===== src/rtl/cpuPortPkg.sv =====
package cpuPortPkg;
  localparam int DataW   = 8;
  localparam int AddrW   = 6;
  localparam int ChanW   = 5;
  localparam int StreamW = 3;
  localparam int MemAW   = StreamW + ChanW;

  localparam logic [1:0] SelNone = 2'b00;
  localparam logic [1:0] SelData = 2'b01;
  localparam logic [1:0] SelLow  = 2'b10;
  localparam logic [1:0] SelHigh = 2'b11;

  typedef enum logic [1:0] {PortIdle, PortWait, PortDone} portState_t;

  typedef struct packed {
    logic setupWr;
    logic setupRd;
    logic zeroRd;
    logic memLatch;
  } portStrobe_t;
endpackage


===== src/rtl/cpuPortData.sv =====
module cpuPortData
  import cpuPortPkg::*;
(
  input  logic               clk,
  input  logic               rstN,
  input  portStrobe_t        stb,
  input  logic               rdWr,
  input  logic [AddrW-1:0]   addr,
  input  logic [DataW-1:0]   wrData,
  input  logic [DataW-1:0]   memRdata,
  output logic               decSetup,
  output logic               decMem,
  output logic [1:0]         memSel,
  output logic [MemAW-1:0]   memAddr,
  output logic [DataW-1:0]   memWdata,
  output logic [DataW-1:0]   rdData,
  output logic               msgEnable
);
  logic [DataW-1:0] setupReg;
  logic             splitOn;
  logic [1:0]       selField;

  assign splitOn   = setupReg[7];
  assign selField  = setupReg[4:3];
  assign msgEnable = setupReg[6];

  // Address decode: direct setup register vs. indirect memory window
  assign decSetup = !addr[5] && (addr[1:0] == 2'b00);

  always_comb begin
    if (splitOn) memSel = rdWr ? SelData : SelLow;
    else         memSel = selField;
  end

  always_comb begin
    if (!addr[5])  decMem = 1'b0;
    else if (rdWr) decMem = (memSel != SelNone);
    else           decMem = (memSel == SelLow) || (memSel == SelHigh);
  end

  assign memAddr  = {setupReg[StreamW-1:0], addr[ChanW-1:0]};
  assign memWdata = wrData;

  always_ff @(posedge clk or negedge rstN) begin
    if (!rstN) setupReg <= '0;
    else if (stb.setupWr) setupReg <= wrData;
  end

  always_ff @(posedge clk or negedge rstN) begin
    if (!rstN)             rdData <= '0;
    else if (stb.setupRd)  rdData <= setupReg;
    else if (stb.zeroRd)   rdData <= '0;
    else if (stb.memLatch) rdData <= memRdata;
  end

  // setup register only moves on a decoded write strobe
  assert_setup_stable_R10: assert property (@(posedge clk) disable iff (!rstN)
    !$past(stb.setupWr) |-> $stable(setupReg));
  // message enable output tracks setup bit 6 after a write
  assert_msg_follow_R8: assert property (@(posedge clk) disable iff (!rstN)
    stb.setupWr |=> (msgEnable == $past(wrData[6])));
endmodule


===== src/rtl/cpuPortCtrl.sv =====
module cpuPortCtrl
  import cpuPortPkg::*;
(
  input  logic        clk,
  input  logic        rstN,
  input  logic        csN,
  input  logic        ds,
  input  logic        rdWr,
  input  logic        decSetup,
  input  logic        decMem,
  input  logic        memGnt,
  output portStrobe_t stb,
  output logic        memReq,
  output logic        memWe,
  output logic        ackN
);
  portState_t state, stateNext;
  logic       strobeOn;

  assign strobeOn = !csN && ds;

  always_comb begin
    stateNext = state;
    stb       = '0;
    case (state)
      PortIdle: if (strobeOn) begin
        if (decSetup) begin
          stb.setupWr = !rdWr;
          stb.setupRd = rdWr;
          stateNext   = PortDone;
        end else if (decMem) begin
          stateNext = PortWait;
        end else begin
          stb.zeroRd = rdWr;
          stateNext  = PortDone;
        end
      end
      PortWait: if (memGnt) begin
        stb.memLatch = rdWr;
        stateNext    = PortDone;
      end
      PortDone: if (!strobeOn) stateNext = PortIdle;
      default:  stateNext = PortIdle;
    endcase
  end

  always_ff @(posedge clk or negedge rstN) begin
    if (!rstN) state <= PortIdle;
    else       state <= stateNext;
  end

  assign memReq = (state == PortWait);
  assign memWe  = memReq && !rdWr;
  assign ackN   = (state != PortDone);

  // an ungranted request persists
  assert_req_hold_R6: assert property (@(posedge clk) disable iff (!rstN)
    (memReq && !memGnt) |=> memReq);
  // acknowledge releases one cycle after the strobe goes away
  assert_ack_release_R7: assert property (@(posedge clk) disable iff (!rstN)
    (!ackN && !strobeOn) |=> ackN);
  // acknowledge persists while the strobe is held
  assert_ack_hold_R7: assert property (@(posedge clk) disable iff (!rstN)
    (!ackN && strobeOn) |=> !ackN);
  // no request without a live strobe having started it
  assert_no_idle_req_R10: assert property (@(posedge clk) disable iff (!rstN)
    $rose(memReq) |-> $past(strobeOn));
  // request and acknowledge never overlap
  assert_req_ack_excl_R6: assert property (@(posedge clk) disable iff (!rstN)
    $onehot0({memReq, !ackN}));
endmodule


===== src/rtl/cpuRegPort.sv =====
module cpuRegPort
  import cpuPortPkg::*;
(
  input  logic             clk,
  input  logic             rstN,
  input  logic             csN,
  input  logic             ds,
  input  logic             rdWr,
  input  logic [5:0]       addr,
  input  logic [7:0]       wrData,
  output logic [7:0]       rdData,
  output logic             ackN,
  output logic             msgEnable,
  output logic             memReq,
  output logic [1:0]       memSel,
  output logic             memWe,
  output logic [7:0]       memAddr,
  output logic [7:0]       memWdata,
  input  logic             memGnt,
  input  logic [7:0]       memRdata
);
  portStrobe_t stb;
  logic        decSetup;
  logic        decMem;

  cpuPortCtrl u_ctrl (
    .clk(clk), .rstN(rstN), .csN(csN), .ds(ds), .rdWr(rdWr),
    .decSetup(decSetup), .decMem(decMem), .memGnt(memGnt),
    .stb(stb), .memReq(memReq), .memWe(memWe), .ackN(ackN)
  );

  cpuPortData u_data (
    .clk(clk), .rstN(rstN), .stb(stb), .rdWr(rdWr), .addr(addr),
    .wrData(wrData), .memRdata(memRdata), .decSetup(decSetup),
    .decMem(decMem), .memSel(memSel), .memAddr(memAddr),
    .memWdata(memWdata), .rdData(rdData), .msgEnable(msgEnable)
  );

  // no write request is ever aimed at the received-data memory
  assert_no_data_write_R5: assert property (@(posedge clk) disable iff (!rstN)
    (memReq && memWe) |-> (memSel != SelData) && (memSel != SelNone));
endmodule


===== config.mk =====
export PLATFORM = sky130hd
export DESIGN_NAME = cpuRegPort
export DESIGN_NICKNAME = d
export VERILOG_FILES = /design/src/rtl/cpuPortPkg.sv /design/src/rtl/cpuPortData.sv /design/src/rtl/cpuPortCtrl.sv /design/src/rtl/cpuRegPort.sv
export SDC_FILE = /design/constraint.sdc
export NUM_CORES = 1
export LEC_CHECK = 0
export CORE_ASPECT_RATIO = 0.5
export CORE_MARGIN = 5
export CORE_UTILIZATION = 37
export DETAILED_ROUTE_END_ITERATION = 10
export GPL_ROUTABILITY_DRIVEN = 0
export PLACE_DENSITY_LB_ADDON = 0.3
export SYNTH_ARGS = -nofsm -noshare
export SYNTH_HDL_FRONTEND = slang
export SYNTH_SLANG_ARGS = --single-unit

===== constraint.sdc =====
create_clock -name clk -period 2.2 [get_ports clk]
set_input_delay 0.22 -clock clk [delete_from_list [all_inputs] [get_ports clk]]
set_output_delay 0.22 -clock clk [all_outputs]
set_load 0.02 [all_outputs]

# --- Yosys cells after proc, flatten, opt, wreduce, memory -nomap -nowiden ---
# Cells that the tools add are included.
word_totals:
  register_bits: 18
  latchBits: 0
  ram_bits: 0
  mem_bits_ro: 0
  inputBits: 28
  out_inout_bits: 30
  mem_count: 0
op_classes:
  n_addsub: 0
  multipliers: 0
  n_div: 0
  n_lt_le_gt_ge: 0
  n_eq_ne: 8
  shift: 0
  muxes: 20
  n_bitwise: 0
  reduce_logical: 12
op_table:
  columns: ["cell", "count"]
  rows:
  - ["8-bit 2-to-1 mux", 3]
  - ["2-bit 2-to-1 mux", 8]
  - ["2-bit equality test (second input constant)", 3]
  - ["1-bit 2-to-1 mux", 6]
  - ["3-bit 2-to-1 mux", 2]
  - ["2-bit inequality test (second input constant)", 3]
  - ["2-bit one-hot mux with 3 select lines", 1]
  - ["2-bit zero test", 2]
  - ["1-bit logical AND", 3]
  - ["1-bit zero test", 3]
  - ["3-bit AND reduction", 1]
  - ["3-bit nonzero test", 1]
  - ["2-bit by 1-bit equality test with 1-bit output (second input constant)", 1]
  - ["2-bit by 1-bit inequality test with 1-bit output (second input constant)", 1]
  - ["2-bit nonzero test", 1]
  - ["1-bit logical OR", 1]

# --- Longest topological paths before layout ---
depth:
  depth_word: 12
  depth_mapped: 5
  mapped_depth_nobuf: 4

# --- Cells and area by module ---
# From an unflattened synthesis, not the netlist that was laid out.
hier_totals:
  hier_cells: 94
  hier_area_um2: 1031.0
modules_own_cells:
  columns: ["module", "n_inst", "cells_each", "area_per_inst_um2", "seq_area_each_um2"]
  rows:
  - ["cpuPortData", 1, 76, 870.8, 400.4]
  - ["cpuPortCtrl", 1, 18, 160.2, 50.0]

# --- Worst setup path after synthesis ---
# No wires, ideal clock.
synth_path:
  path_kind: "reg-to-reg"
  startpoint: "reg u_ctrl.state[1]"
  endpoint: "reg u_data.rdData[0]"
  setup_ps: 125
  arrival_time_ps: 1840
  required_ps: 2075
  path_slack_ps: 235
  path_stages_with_launch: 6
  n_path_buf: 1
  path_cell_list: "dfrtp_1 or4b_4 or3_1 buf_2 a22o_1 mux2_2"
synth_between:
  elab_chain_len: 4
  word_cells_on_any_way: 7
synth_lines:
  columns: ["item", "line_no", "rtl"]
  rows:
  - ["start, declared", "cpuPortCtrl.sv:17", "portState_t state, stateNext;"]
  - ["start signal, assigned", "cpuPortCtrl.sv:48", "if (!rstN) state <= PortIdle;"]
  - ["start signal, assigned", "cpuPortCtrl.sv:49", "else state <= stateNext;"]
  - ["2-bit zero test", "cpuPortCtrl.sv:25", "case (state)"]
  - ["3-bit 2-to-1 mux", "cpuPortCtrl.sv:25", null]
  - ["8-bit 2-to-1 mux", "cpuPortData.sv:52", "else if (stb.zeroRd) rdData <= '0;"]
  - ["8-bit 2-to-1 mux", "cpuPortData.sv:51", "else if (stb.setupRd) rdData <= setupReg;"]
  - ["end signal, assigned", "cpuPortData.sv:51", null]
  - ["end signal, assigned", "cpuPortData.sv:53", "else if (stb.memLatch) rdData <= memRdata;"]
  - ["end, declared", "cpuPortData.sv:16", "output logic [DataW-1:0] rdData,"]
# Several ways; a longest one is shown, not always the timed one.
# A chain may end at the register's enable or synchronous reset.

# --- Worst setup path after layout ---
layout_path:
  startpoint: "reg u_ctrl.state[1]"
  endpoint: "reg u_data.rdData[7]"
# Same word-level chain as after synthesis.

==> results.ini <==
[status]
outcome = finished clean

[critical_path]
r2r_start = u_ctrl.state[1]
end_kind = flip-flop
rrSetupSlack_ns = 0.16
reg2regPathDepth = 4
timing.rr.end = u_data.rdData[7]
crit_fanout = 8
startpoint_type = flip-flop
worstSetupPathType = reg -> reg
worstPathArrival_ns = 2.18
required_ns = 2.34

[global_route]
grt_pass1_wl_um = 3570
grt_use_total_pct = 12.4
antenna_found_initial = 0
grt_pass1_vias = 751
globalRouteOverflowTotal = 0
grt_max_degree = 19

[logic_synthesis]
synth-edff-count = 0
synthSimpleGateAreaFrac_pct = 8.31
synth_flop_cell = dfrtp_1
syn-cell-area_sq_um = 978
synth_top_area_cell = dfrtp_1
synth_area_per_cell_sq_um = 12.1
synth-xor-area-share_pct = 0
netlist_top_cells_area = dfrtp_1 (46%), mux2_2 (21%), buf_4 (12%)
ys_ff_latch = 18
synth_top_family_by_area = multiplexers
async_flop_share_pct = 100
ys_warn_count = 0
synth_top_area_share_pct = 46.0
synth.distinct_cells = 18
synth.area.mux_share_pct = 20.7
syn-num-nets = 109
syn_inst = 81
seq_area_frac_synth_pct = 46.0
synth_fa_ha_area_share_pct = 0
synth_compound_area_share_pct = 11.0

[clock_network]
clk_pin_slew_ns = 0.07
insertion_delay_ns = 0.25
h-tree-depth = 1
root_buffer = clkbuf_8
postCtsSetupBuffers = 0
cts.path.max_buffers = 2
cts_tree = built
cts_buffers = 3
cts_resized = 0
cts_hold_buf = 0
numClockSinks = 18

[place]
dp_hpwl_um = 1810
numPortBuffers = 51
place_inst = 157

[sta]
setup_viol_count_final = 0
relSlewSlack_pct = 76.6
drv_slew = 0
worstMarginPinSlew_ns = 0.350
fin_skew_ns = 0.00453
fin_crit_sh_pct = 92.7
finalHoldViolations = 0
fmax_mhz = 490
rsz0062_at_grt = no
layout_min_cycle_time_ns = 2.04
hold-worst-slack_ns = 0.292

[layout]
final_cells = 161
seqCellArea_sq_um = 450
syn_to_final_growth_pct = 53.6
layout_common_cells = clkdlybuf4s50_1 (51), mux2_2 (18), dfrtp_1 (18), a22o_1 (8), buf_4 (5)
nNetsFinal = 153
drive_gt1_share_pct = 24.2
antenna_cells = 0
multiInputGateArea_sq_um = 392
layout_commonest_cell = clkdlybuf4s50_1
final_util_pct = 58.8
fillers = 218

[detailed_routing]
vias = 743
viasPerCell = 4.61
first_pass_iters = 4
drtIter0Drc = 24
routed_wl_um = 2230
ant_nets = 0
drc_errors = 0
wl_per_cell_um = 13.8

[floorplan]
die_x_um = 82.7
rows = 13
boundaryPins = 58
die_h_um = 46.4
start_util_pct = 38.3
core-area_sq_um = 2550
dieArea_sq_um = 3840

[flow_run]
cap_violations = 0

[power_and_ir_drop]
power_density_nw_per_um2 = 826
ir_drop_v = 0.000524
leakagePower_nw = 0.658

[hold_path]
hp-class = in -> async

area by class of cell:
type | count | area share [%]
Timing Repair Buffer | 56 | 36.5
Sequential cell | 18 | 30.0
Multi-Input combinational cell | 43 | 26.1
Clock buffer | 4 | 3.66
Tap cell | 37 | 3.08
Inverter | 3 | 0.749
where the power goes:
part	total (W)	internal [W]	switching, W	leakage [nW]
clock network	0.000264	0.000159	0.000105	0.0288
logic	0.000500	0.000287	0.000213	0.403
registers	0.000478	0.000418	0.0000600	0.227
per-stage QoR:
step	cell area [sq um]	setup TNS, ns	setup WS (ns)	total power (W)
2_1_floorplan	978	0	0.235	0.000752
3_3_place_gp	1450	-0.551	-0.0808	0.000986
3_5_place_dp	1450	-0.612	-0.0815	0.000993
4_1_cts	1500	0	0.168	0.00127
5_1_grt	1500	0	0.0514	0.00131
6_report	1500	0	0.160	0.00124
cells in the mapped netlist (2+ instances only):
cell type / n
nor2_1: 2
nand2_1: 2
nand2b_1: 2
inv_1: 3
nor3_2: 2
dfrtp_1: 18
a22o_1: 8
or3_1: 2
mux2_2: 18
buf_4: 16
critical path: stages, from the launching register on:
cell     delay [ns]
dfrtp_1        0.41
or4b_4         0.53
or3_1          0.50
a22o_1         0.24
mux2_2         0.25
metal layers:
| layer | track usage (%) | vias to the layer above | share of wire [%] |
|---|---|---|---|
| li1 | - | 361 | - |
| met1 | 15.9 | 357 | 43 |
| met2 | 21.2 | 23 | 50 |
| met3 | 3.71 | 2 | 6.4 |
| met4 | 2.28 | 0 | 0.76 |
| met5 | 0 | - | 0 |
logic make-up (layout without fill, tap and decap cells):
logic type	count (synthesis)	after routing
buffers and inverters	20	63
muxes	18	18
DFF	18	18
AOI/OAI and AO/OA	13	13
and+or+nand+nor	12	12
flip-flops by register name (all words and copies together) (netlist names):
name and count:
u_ctrl.state 2, u_data.rdData 8, u_data.setupReg 8
how the worst max path moves through the flow:
stage	startpoint	end	slack, ns	cells past startpoint
floorplan	u_ctrl.state[1]	u_data.rdData[0]	0.23	5
global placement	csN	u_data.rdData[3]	-0.08	5
detailed placement	csN	u_data.rdData[7]	-0.08	5
CTS	u_ctrl.state[1]	u_data.rdData[0]	0.17	4
global route	u_ctrl.state[1]	u_data.rdData[7]	0.05	4
finish	u_ctrl.state[1]	u_data.rdData[7]	0.16	4
Power figures use the tool's default switching activity.
